===== src/rtl/bshift_pkg.sv =====
package bshift_pkg;

    // Sequencer states
    typedef enum logic [1:0] {
        SQ_IDLE  = 2'd0,
        SQ_PRIME = 2'd1,
        SQ_STEP  = 2'd2,
        SQ_DONE  = 2'd3
    } sq_state_e;

    // Shift direction as presented on the dir pin
    typedef enum logic {
        DIR_UP   = 1'b0,
        DIR_DOWN = 1'b1
    } shift_dir_e;

endpackage


===== src/rtl/bshift_maskgen.sv =====
// Produces a mask whose upper keep_k bits are set and whose lower bits are clear.
module bshift_maskgen #(
    parameter int LIMB_W = 64
) (
    input  logic [$clog2(LIMB_W):0] keep_k,
    output logic [LIMB_W-1:0]       mask
);
    localparam int KW = $clog2(LIMB_W) + 1;

    logic [KW-1:0] keep_lim;
    assign keep_lim = keep_k;

    for (genvar gb = 0; gb < LIMB_W; gb++) begin : g_bit
        assign mask[gb] = ((int'(keep_lim) + gb) >= LIMB_W);
    end
endmodule


===== src/rtl/bshift_merge.sv =====
// Rotate-and-merge primitive: rotate the limb left, keep the masked part,
// fill the rest from the shift-in word, and return the unmasked part.
module bshift_merge #(
    parameter int LIMB_W = 64
) (
    input  logic [LIMB_W-1:0]         a,
    input  logic [LIMB_W-1:0]         cin,
    input  logic [$clog2(LIMB_W)-1:0] rot_n,
    input  logic [$clog2(LIMB_W):0]   keep_k,
    output logic [LIMB_W-1:0]         res,
    output logic [LIMB_W-1:0]         cout
);
    logic [2*LIMB_W-1:0] dbl;
    logic [LIMB_W-1:0]   rotated;
    logic [LIMB_W-1:0]   mask;

    // rotate inside one limb: upper half of {a,a} shifted left
    assign dbl     = {a, a} << rot_n;
    assign rotated = dbl[2*LIMB_W-1:LIMB_W];

    bshift_maskgen #(.LIMB_W(LIMB_W)) u_mask (
        .keep_k (keep_k),
        .mask   (mask)
    );

    assign res  = (rotated & mask) | (cin & ~mask);
    assign cout = rotated & ~mask;
endmodule


===== src/rtl/bshift_limb_store.sv =====
// Limb array: one write port, two combinational read ports.
module bshift_limb_store #(
    parameter int LIMB_W = 64,
    parameter int DEPTH  = 8
) (
    input  logic                     clk,
    input  logic                     rst_n,
    input  logic                     wr_en,
    input  logic [$clog2(DEPTH)-1:0] wr_idx,
    input  logic [LIMB_W-1:0]        wr_data,
    input  logic [$clog2(DEPTH)-1:0] rd_a_idx,
    output logic [LIMB_W-1:0]        rd_a_data,
    input  logic [$clog2(DEPTH)-1:0] rd_b_idx,
    output logic [LIMB_W-1:0]        rd_b_data
);
    localparam int IDX_W = $clog2(DEPTH);

    logic [LIMB_W-1:0] limb_q [DEPTH];

    for (genvar gi = 0; gi < DEPTH; gi++) begin : g_limb
        always_ff @(posedge clk or negedge rst_n) begin
            if (!rst_n) begin
                limb_q[gi] <= '0;
            end else if (wr_en && (wr_idx == IDX_W'(gi))) begin
                limb_q[gi] <= wr_data;
            end
        end
    end

    assign rd_a_data = limb_q[rd_a_idx];
    assign rd_b_data = limb_q[rd_b_idx];
endmodule


===== src/rtl/bshift_seq.sv =====
// Sequencer: walks the limbs from limb 0 upward and drives the merge primitive.
module bshift_seq
    import bshift_pkg::*;
#(
    parameter int LIMB_W = 64,
    parameter int DEPTH  = 8
) (
    input  logic                       clk,
    input  logic                       rst_n,
    input  logic                       start,
    input  logic                       dir_in,
    input  logic [$clog2(LIMB_W)-1:0]  amt_in,
    input  logic [$clog2(DEPTH+1)-1:0] len_in,
    input  logic [LIMB_W-1:0]          mrg_res,
    input  logic [LIMB_W-1:0]          mrg_cout,
    output logic                       busy,
    output logic                       done,
    output logic [$clog2(DEPTH)-1:0]   rd_idx,
    output logic                       rd_zero,
    output logic                       wr_en,
    output logic [$clog2(DEPTH)-1:0]   wr_idx,
    output logic [LIMB_W-1:0]          cin,
    output logic [$clog2(LIMB_W)-1:0]  rot_n,
    output logic [$clog2(LIMB_W):0]    keep_k,
    output logic [LIMB_W-1:0]          spill
);
    localparam int SH_W  = $clog2(LIMB_W);
    localparam int KW    = SH_W + 1;
    localparam int IDX_W = $clog2(DEPTH);
    localparam int LEN_W = $clog2(DEPTH + 1);

    sq_state_e         state_q, state_d;
    shift_dir_e        dir_q;
    logic [SH_W-1:0]   sh_q;
    logic [LEN_W-1:0]  len_q;
    logic [IDX_W-1:0]  k_q;
    logic [LIMB_W-1:0] carry_q;
    logic [LIMB_W-1:0] spill_q;

    logic [LEN_W-1:0]  len_eff;
    logic [LEN_W-1:0]  k_next;
    logic              last_step;
    logic              accept;

    // length clamp into 1..DEPTH
    always_comb begin
        if (len_in == '0) begin
            len_eff = LEN_W'(1);
        end else if (len_in > LEN_W'(DEPTH)) begin
            len_eff = LEN_W'(DEPTH);
        end else begin
            len_eff = len_in;
        end
    end

    assign k_next    = LEN_W'(k_q) + LEN_W'(1);
    assign last_step = (k_next == len_q);
    assign accept    = start && ((state_q == SQ_IDLE) || (state_q == SQ_DONE));

    // next-state logic
    always_comb begin
        state_d = state_q;
        unique case (state_q)
            SQ_IDLE, SQ_DONE: begin
                if (start) begin
                    state_d = (shift_dir_e'(dir_in) == DIR_DOWN) ? SQ_PRIME : SQ_STEP;
                end else begin
                    state_d = SQ_IDLE;
                end
            end
            SQ_PRIME: state_d = SQ_STEP;
            SQ_STEP:  state_d = last_step ? SQ_DONE : SQ_STEP;
            default:  state_d = SQ_IDLE;
        endcase
    end

    // state register
    always_ff @(posedge clk or negedge rst_n) begin
        if (!rst_n) begin
            state_q <= SQ_IDLE;
        end else begin
            state_q <= state_d;
        end
    end

    // outputs
    always_comb begin
        busy    = 1'b0;
        done    = 1'b0;
        rd_idx  = k_q;
        rd_zero = 1'b0;
        wr_en   = 1'b0;
        wr_idx  = k_q;
        cin     = carry_q;
        unique case (state_q)
            SQ_IDLE: begin
            end
            SQ_PRIME: begin
                busy   = 1'b1;
                rd_idx = '0;
                cin    = '0;
            end
            SQ_STEP: begin
                busy  = 1'b1;
                wr_en = 1'b1;
                if (dir_q == DIR_DOWN) begin
                    rd_idx  = IDX_W'(k_next);
                    rd_zero = last_step;
                end
            end
            SQ_DONE: begin
                done = 1'b1;
            end
            default: begin
            end
        endcase

        if (dir_q == DIR_DOWN) begin
            rot_n  = SH_W'(0) - sh_q;
            keep_k = {1'b0, sh_q};
        end else begin
            rot_n  = sh_q;
            keep_k = KW'(LIMB_W) - {1'b0, sh_q};
        end
    end

    // operand latches, limb counter, carry and spill
    always_ff @(posedge clk or negedge rst_n) begin
        if (!rst_n) begin
            dir_q   <= DIR_UP;
            sh_q    <= '0;
            len_q   <= LEN_W'(1);
            k_q     <= '0;
            carry_q <= '0;
            spill_q <= '0;
        end else if (accept) begin
            dir_q   <= shift_dir_e'(dir_in);
            sh_q    <= amt_in;
            len_q   <= len_eff;
            k_q     <= '0;
            carry_q <= '0;
            spill_q <= '0;
        end else if (state_q == SQ_PRIME) begin
            carry_q <= mrg_cout;
            spill_q <= mrg_res;
        end else if (state_q == SQ_STEP) begin
            carry_q <= mrg_cout;
            if (!last_step) begin
                k_q <= k_q + IDX_W'(1);
            end
            if (last_step && (dir_q == DIR_UP)) begin
                spill_q <= mrg_cout;
            end
        end
    end

    assign spill = spill_q;
endmodule


===== src/rtl/bshift_chain.sv =====
// Top: limb array, sequencer and rotate-and-merge primitive.
module bshift_chain #(
    parameter int LIMB_W = 64,
    parameter int DEPTH  = 8
) (
    input  logic                       clk,
    input  logic                       rst_n,
    input  logic                       load_en,
    input  logic [$clog2(DEPTH)-1:0]   load_idx,
    input  logic [LIMB_W-1:0]          load_data,
    input  logic [$clog2(DEPTH)-1:0]   rd_idx,
    output logic [LIMB_W-1:0]          rd_data,
    input  logic                       start,
    input  logic                       dir,
    input  logic [LIMB_W-1:0]          amount,
    input  logic [$clog2(DEPTH+1)-1:0] len,
    output logic                       busy,
    output logic                       done,
    output logic [LIMB_W-1:0]          spill
);
    localparam int SH_W  = $clog2(LIMB_W);
    localparam int IDX_W = $clog2(DEPTH);

    logic              seq_wr_en;
    logic [IDX_W-1:0]  seq_wr_idx;
    logic [IDX_W-1:0]  seq_rd_idx;
    logic              seq_rd_zero;
    logic [LIMB_W-1:0] seq_cin;
    logic [SH_W-1:0]   seq_rot;
    logic [SH_W:0]     seq_keep;
    logic [LIMB_W-1:0] mrg_res;
    logic [LIMB_W-1:0] mrg_cout;
    logic [LIMB_W-1:0] limb_raw;
    logic [LIMB_W-1:0] limb_in;

    logic              st_wr_en;
    logic [IDX_W-1:0]  st_wr_idx;
    logic [LIMB_W-1:0] st_wr_data;

    logic              unused_amt_hi;
    assign unused_amt_hi = ^amount[LIMB_W-1:SH_W];

    // sequencer owns the write port while it runs; loads only when not busy
    always_comb begin
        if (seq_wr_en) begin
            st_wr_en   = 1'b1;
            st_wr_idx  = seq_wr_idx;
            st_wr_data = mrg_res;
        end else begin
            st_wr_en   = load_en && !busy;
            st_wr_idx  = load_idx;
            st_wr_data = load_data;
        end
    end

    bshift_limb_store #(.LIMB_W(LIMB_W), .DEPTH(DEPTH)) u_store (
        .clk       (clk),
        .rst_n     (rst_n),
        .wr_en     (st_wr_en),
        .wr_idx    (st_wr_idx),
        .wr_data   (st_wr_data),
        .rd_a_idx  (seq_rd_idx),
        .rd_a_data (limb_raw),
        .rd_b_idx  (rd_idx),
        .rd_b_data (rd_data)
    );

    assign limb_in = seq_rd_zero ? '0 : limb_raw;

    bshift_seq #(.LIMB_W(LIMB_W), .DEPTH(DEPTH)) u_seq (
        .clk      (clk),
        .rst_n    (rst_n),
        .start    (start),
        .dir_in   (dir),
        .amt_in   (amount[SH_W-1:0]),
        .len_in   (len),
        .mrg_res  (mrg_res),
        .mrg_cout (mrg_cout),
        .busy     (busy),
        .done     (done),
        .rd_idx   (seq_rd_idx),
        .rd_zero  (seq_rd_zero),
        .wr_en    (seq_wr_en),
        .wr_idx   (seq_wr_idx),
        .cin      (seq_cin),
        .rot_n    (seq_rot),
        .keep_k   (seq_keep),
        .spill    (spill)
    );

    bshift_merge #(.LIMB_W(LIMB_W)) u_merge (
        .a      (limb_in),
        .cin    (seq_cin),
        .rot_n  (seq_rot),
        .keep_k (seq_keep),
        .res    (mrg_res),
        .cout   (mrg_cout)
    );
endmodule


===== config.mk =====
export PLATFORM = sky130hd
export DESIGN_NAME = bshift_chain
export DESIGN_NICKNAME = d
export VERILOG_FILES = /design/src/rtl/bshift_pkg.sv /design/src/rtl/bshift_maskgen.sv /design/src/rtl/bshift_merge.sv /design/src/rtl/bshift_limb_store.sv /design/src/rtl/bshift_seq.sv /design/src/rtl/bshift_chain.sv
export SDC_FILE = /design/constraint.sdc
export NUM_CORES = 2
export LEC_CHECK = 0
export BUFFER_PORTS_ARGS = -buffer_cell sky130_fd_sc_hd__buf_2
export CAP_MARGIN = 20
export CORE_MARGIN = 4
export CORE_UTILIZATION = 50
export DETAILED_ROUTE_END_ITERATION = 10
export PLACE_DENSITY = 0.68
export SYNTH_ARGS = -nofsm -noshare
export SYNTH_HDL_FRONTEND = slang
export SYNTH_HIERARCHICAL = 1
export SYNTH_SLANG_ARGS = --single-unit

===== constraint.sdc =====
create_clock -name clk -period 13.9 [get_ports clk]
set_input_delay 2.085 -clock clk [delete_from_list [all_inputs] [get_ports clk]]
set_output_delay 2.085 -clock clk [all_outputs]
set_load 0.05 [all_outputs]

==> impl_results.md <==
- Total Wirelength: 128000 um
- Reg clk slew, reported paths: 0.06 ns
- Final-report setup violation count: 0
- Placed cell areas: ~43000 um2
- DP Wirelength: slightly below 90000 um
- Post-DR vias/cell: between 6 and 7
- Vias: 28100
- I/O Pins: approximately 270
- Drt drc: 0
- Worst Hold Class: reg2reg
- Post-route core utilization: 0.556
- First-pass GRT wire length: around 190000 um
- Die area: approximately 88000 um2
- Routability Congestion: 0.998
- Pins Over Slew Limit: 0
- Resized cells post-CTS: 0
- Commonest non-fill, non-tap cell in the layout: mux2_2
- Worst slew margin: 0.266
- #FFs+latches synth: between 600 and 700
- WL/cell: 30.5 um
- Syn-to-layout area delta: 9.73%
- Setup bufs post-CTS: 0
- Synthesized cell area: 41800 um2
- Leading cell types in the layout, fill and taps excluded: mux2_2 (690), dfrtp_1 (654), mux4_2 (445)
- Hold Vio Cnt, Final: 0
- Final min period: about 7 ns
- Critical Path Start Type: flop
- Initial Util: 0.507
- Sequential fraction of the synthesis area: 0.393
- CTS tree: built
- Initial antenna violation count: 5
- Clk sinks: approximately 660
- DR pass1 iterations: 6
- EDFF count, synth: 0
- Die width: just under 300 um
- CTS H-Tree Depth: 3
- Clock root buffer: clkbuf_16
- Final Cell Area: around 46000 um2
- TritonCTS Buffers: 74
- WP data required: 14.40 ns
- Yosys warning count: 6
- Antenna Violating Nets Remaining: 0
- Cts hold-fix bufs: 0
- Core area: roughly 82000 um2
- Final period util: 0.510
- Netlist cell types: 62
- Syn_nets: 3147
- Fin cells: roughly 4200
- Port bufs: about 210
- Ys async rst share: 1.00
- Fmax: 141 MHz
- Outcome: finished clean
- Vias in the first global route: just under 30000
- Synthesized netlist cell count: 2999
- Layout cells sized above 1: 0.540
- Clk buf depth: 3
- DR iter-0 viols: roughly 2800
- Synthesized area per cell: roughly 14 um2
- Final TNS setup: 0 ns
- GRT Overall Usage: 0.288
- Setup CP Type: reg2reg
- Gr ovfl total: 0
- Placed cells: 4066
- Critical Path End Type: flop
- Row count: 105
- Worst Max-Slew Pin Slew: ~1.1 ns
- Die height: ~300 um
- RSZ-0062 raised after global routing: no
- Clk_lat worst skew: ~0.63 ns
- Critical Path AT: between 7 and 8 ns
- Max cap viols: 0
- Largest net degree at the start of global routing: ~170
- Clock skew: between 0.02 and 0.025 ns
- Crit-path max FO: between 80 and 90
- Main synth FF type: dfrtp_1
- Final Net Count: 3224
[state kept, by name (all words and copies together), names as in the netlist]
name	cells
u_seq/wr_idx	3
u_seq/spill	64
u_seq/sh_q	6
u_seq/carry_q	64
u_store/limb_q	512
u_seq/dir_q	1
u_seq/state_q	2
u_seq/len_q	4
[synthesized netlist by cell type (7+ instances only)]
| library cell | number | area [um2] |
|---|---|---|
| a21oi_1 | 95 | 475 |
| a21oi_2 | 44 | 385 |
| buf_1 | 30 | 113 |
| buf_2 | 79 | 395 |
| buf_4 | 19 | 143 |
| buf_6 | 40 | 450 |
| clkbuf_1 | 92 | 345 |
| dfrtp_1 | 655 | 16400 |
| inv_1 | 18 | 67.6 |
| mux2_2 | 690 | 7770 |
| mux2_4 | 82 | 1230 |
| mux4_2 | 445 | 10000 |
| nand2_1 | 244 | 916 |
| nand3_1 | 7 | 35.0 |
| nor2_1 | 11 | 41.3 |
| nor2b_1 | 192 | 1200 |
| o21ai_0 | 160 | 801 |
[per-layer routing]
metal  vias to the layer above  global-route usage  part of all wire
met5                         -                   0           0.00056
met4                        10               0.112             0.041
met3                       263              0.0569             0.080
met2                      1271               0.460              0.48
met1                     15000               0.392              0.40
li1                      11600                   -                 -
[critical path, cell delays in order (launching register included)]
cell	delay [ns]
dfrtp_1	0.41
inv_1	0.10
ha_4	0.28
inv_1	0.14
nand2_1	0.14
mux2i_1	0.23
a22o_4	0.36
buf_12	0.50
buf_4	0.77
mux4_2	0.61
mux2_2	0.32
nor2b_1	0.20
mux4_2	0.60
mux4_2	0.59
mux4_2	0.57
mux2_4	0.29
mux2_2	0.39
mux2_2	0.31
[area by class of cell]
class | instances | area, um2
clock inverters | 32 | 362
flip-flops and latches | 656 | 16400
inverters | 19 | 71.3
multi-input cells | 2058 | 23900
clock buffers | 103 | 2140
diodes | 4 | 10.0
well taps | 1070 | 1340
fillers | 6460 | 36600
repair buffers | 267 | 1590
[per-stage QoR]
step | hold slack (ns) | setup slack (ns)
floorplan | 0.442 | 8.47
global placement | 0.456 | 6.81
detailed placement | 0.463 | 6.73
CTS | 0.476 | 6.73
global route | 0.497 | 6.47
finish | 0.474 | 6.80
[logic make-up after synthesis]
logic type	Yosys count	synth area share
fa+ha+maj	5	0.00150
compound gates	330	0.0459
xor+xnor	11	0.00231
flops	656	0.393
simple gates	491	0.0604
mux	1221	0.458
buf+inv	285	0.0390
[path summary, 6_finish.rpt]
kind	from	endpoint	slack, ns	cells past startpoint
worst max-delay path	u_seq/state_q[0]	u_store/limb_q[236]	6.80	17
worst min-delay path	u_seq/carry_q[3]	u_seq/carry_q[3]	0.47	2
worst max register to register	u_seq/state_q[0]	u_store/limb_q[236]	6.80	17
worst min register to register	u_seq/carry_q[3]	u_seq/carry_q[3]	0.47	2
max in group asynchronous	rst_n	u_seq/carry_q[34]	9.94	3
min in group asynchronous	rst_n	u_store/limb_q[1]	1.54	1
Power is not shown: default switching activity piles up to over one toggle a cycle in this logic, so the estimate is an artifact.
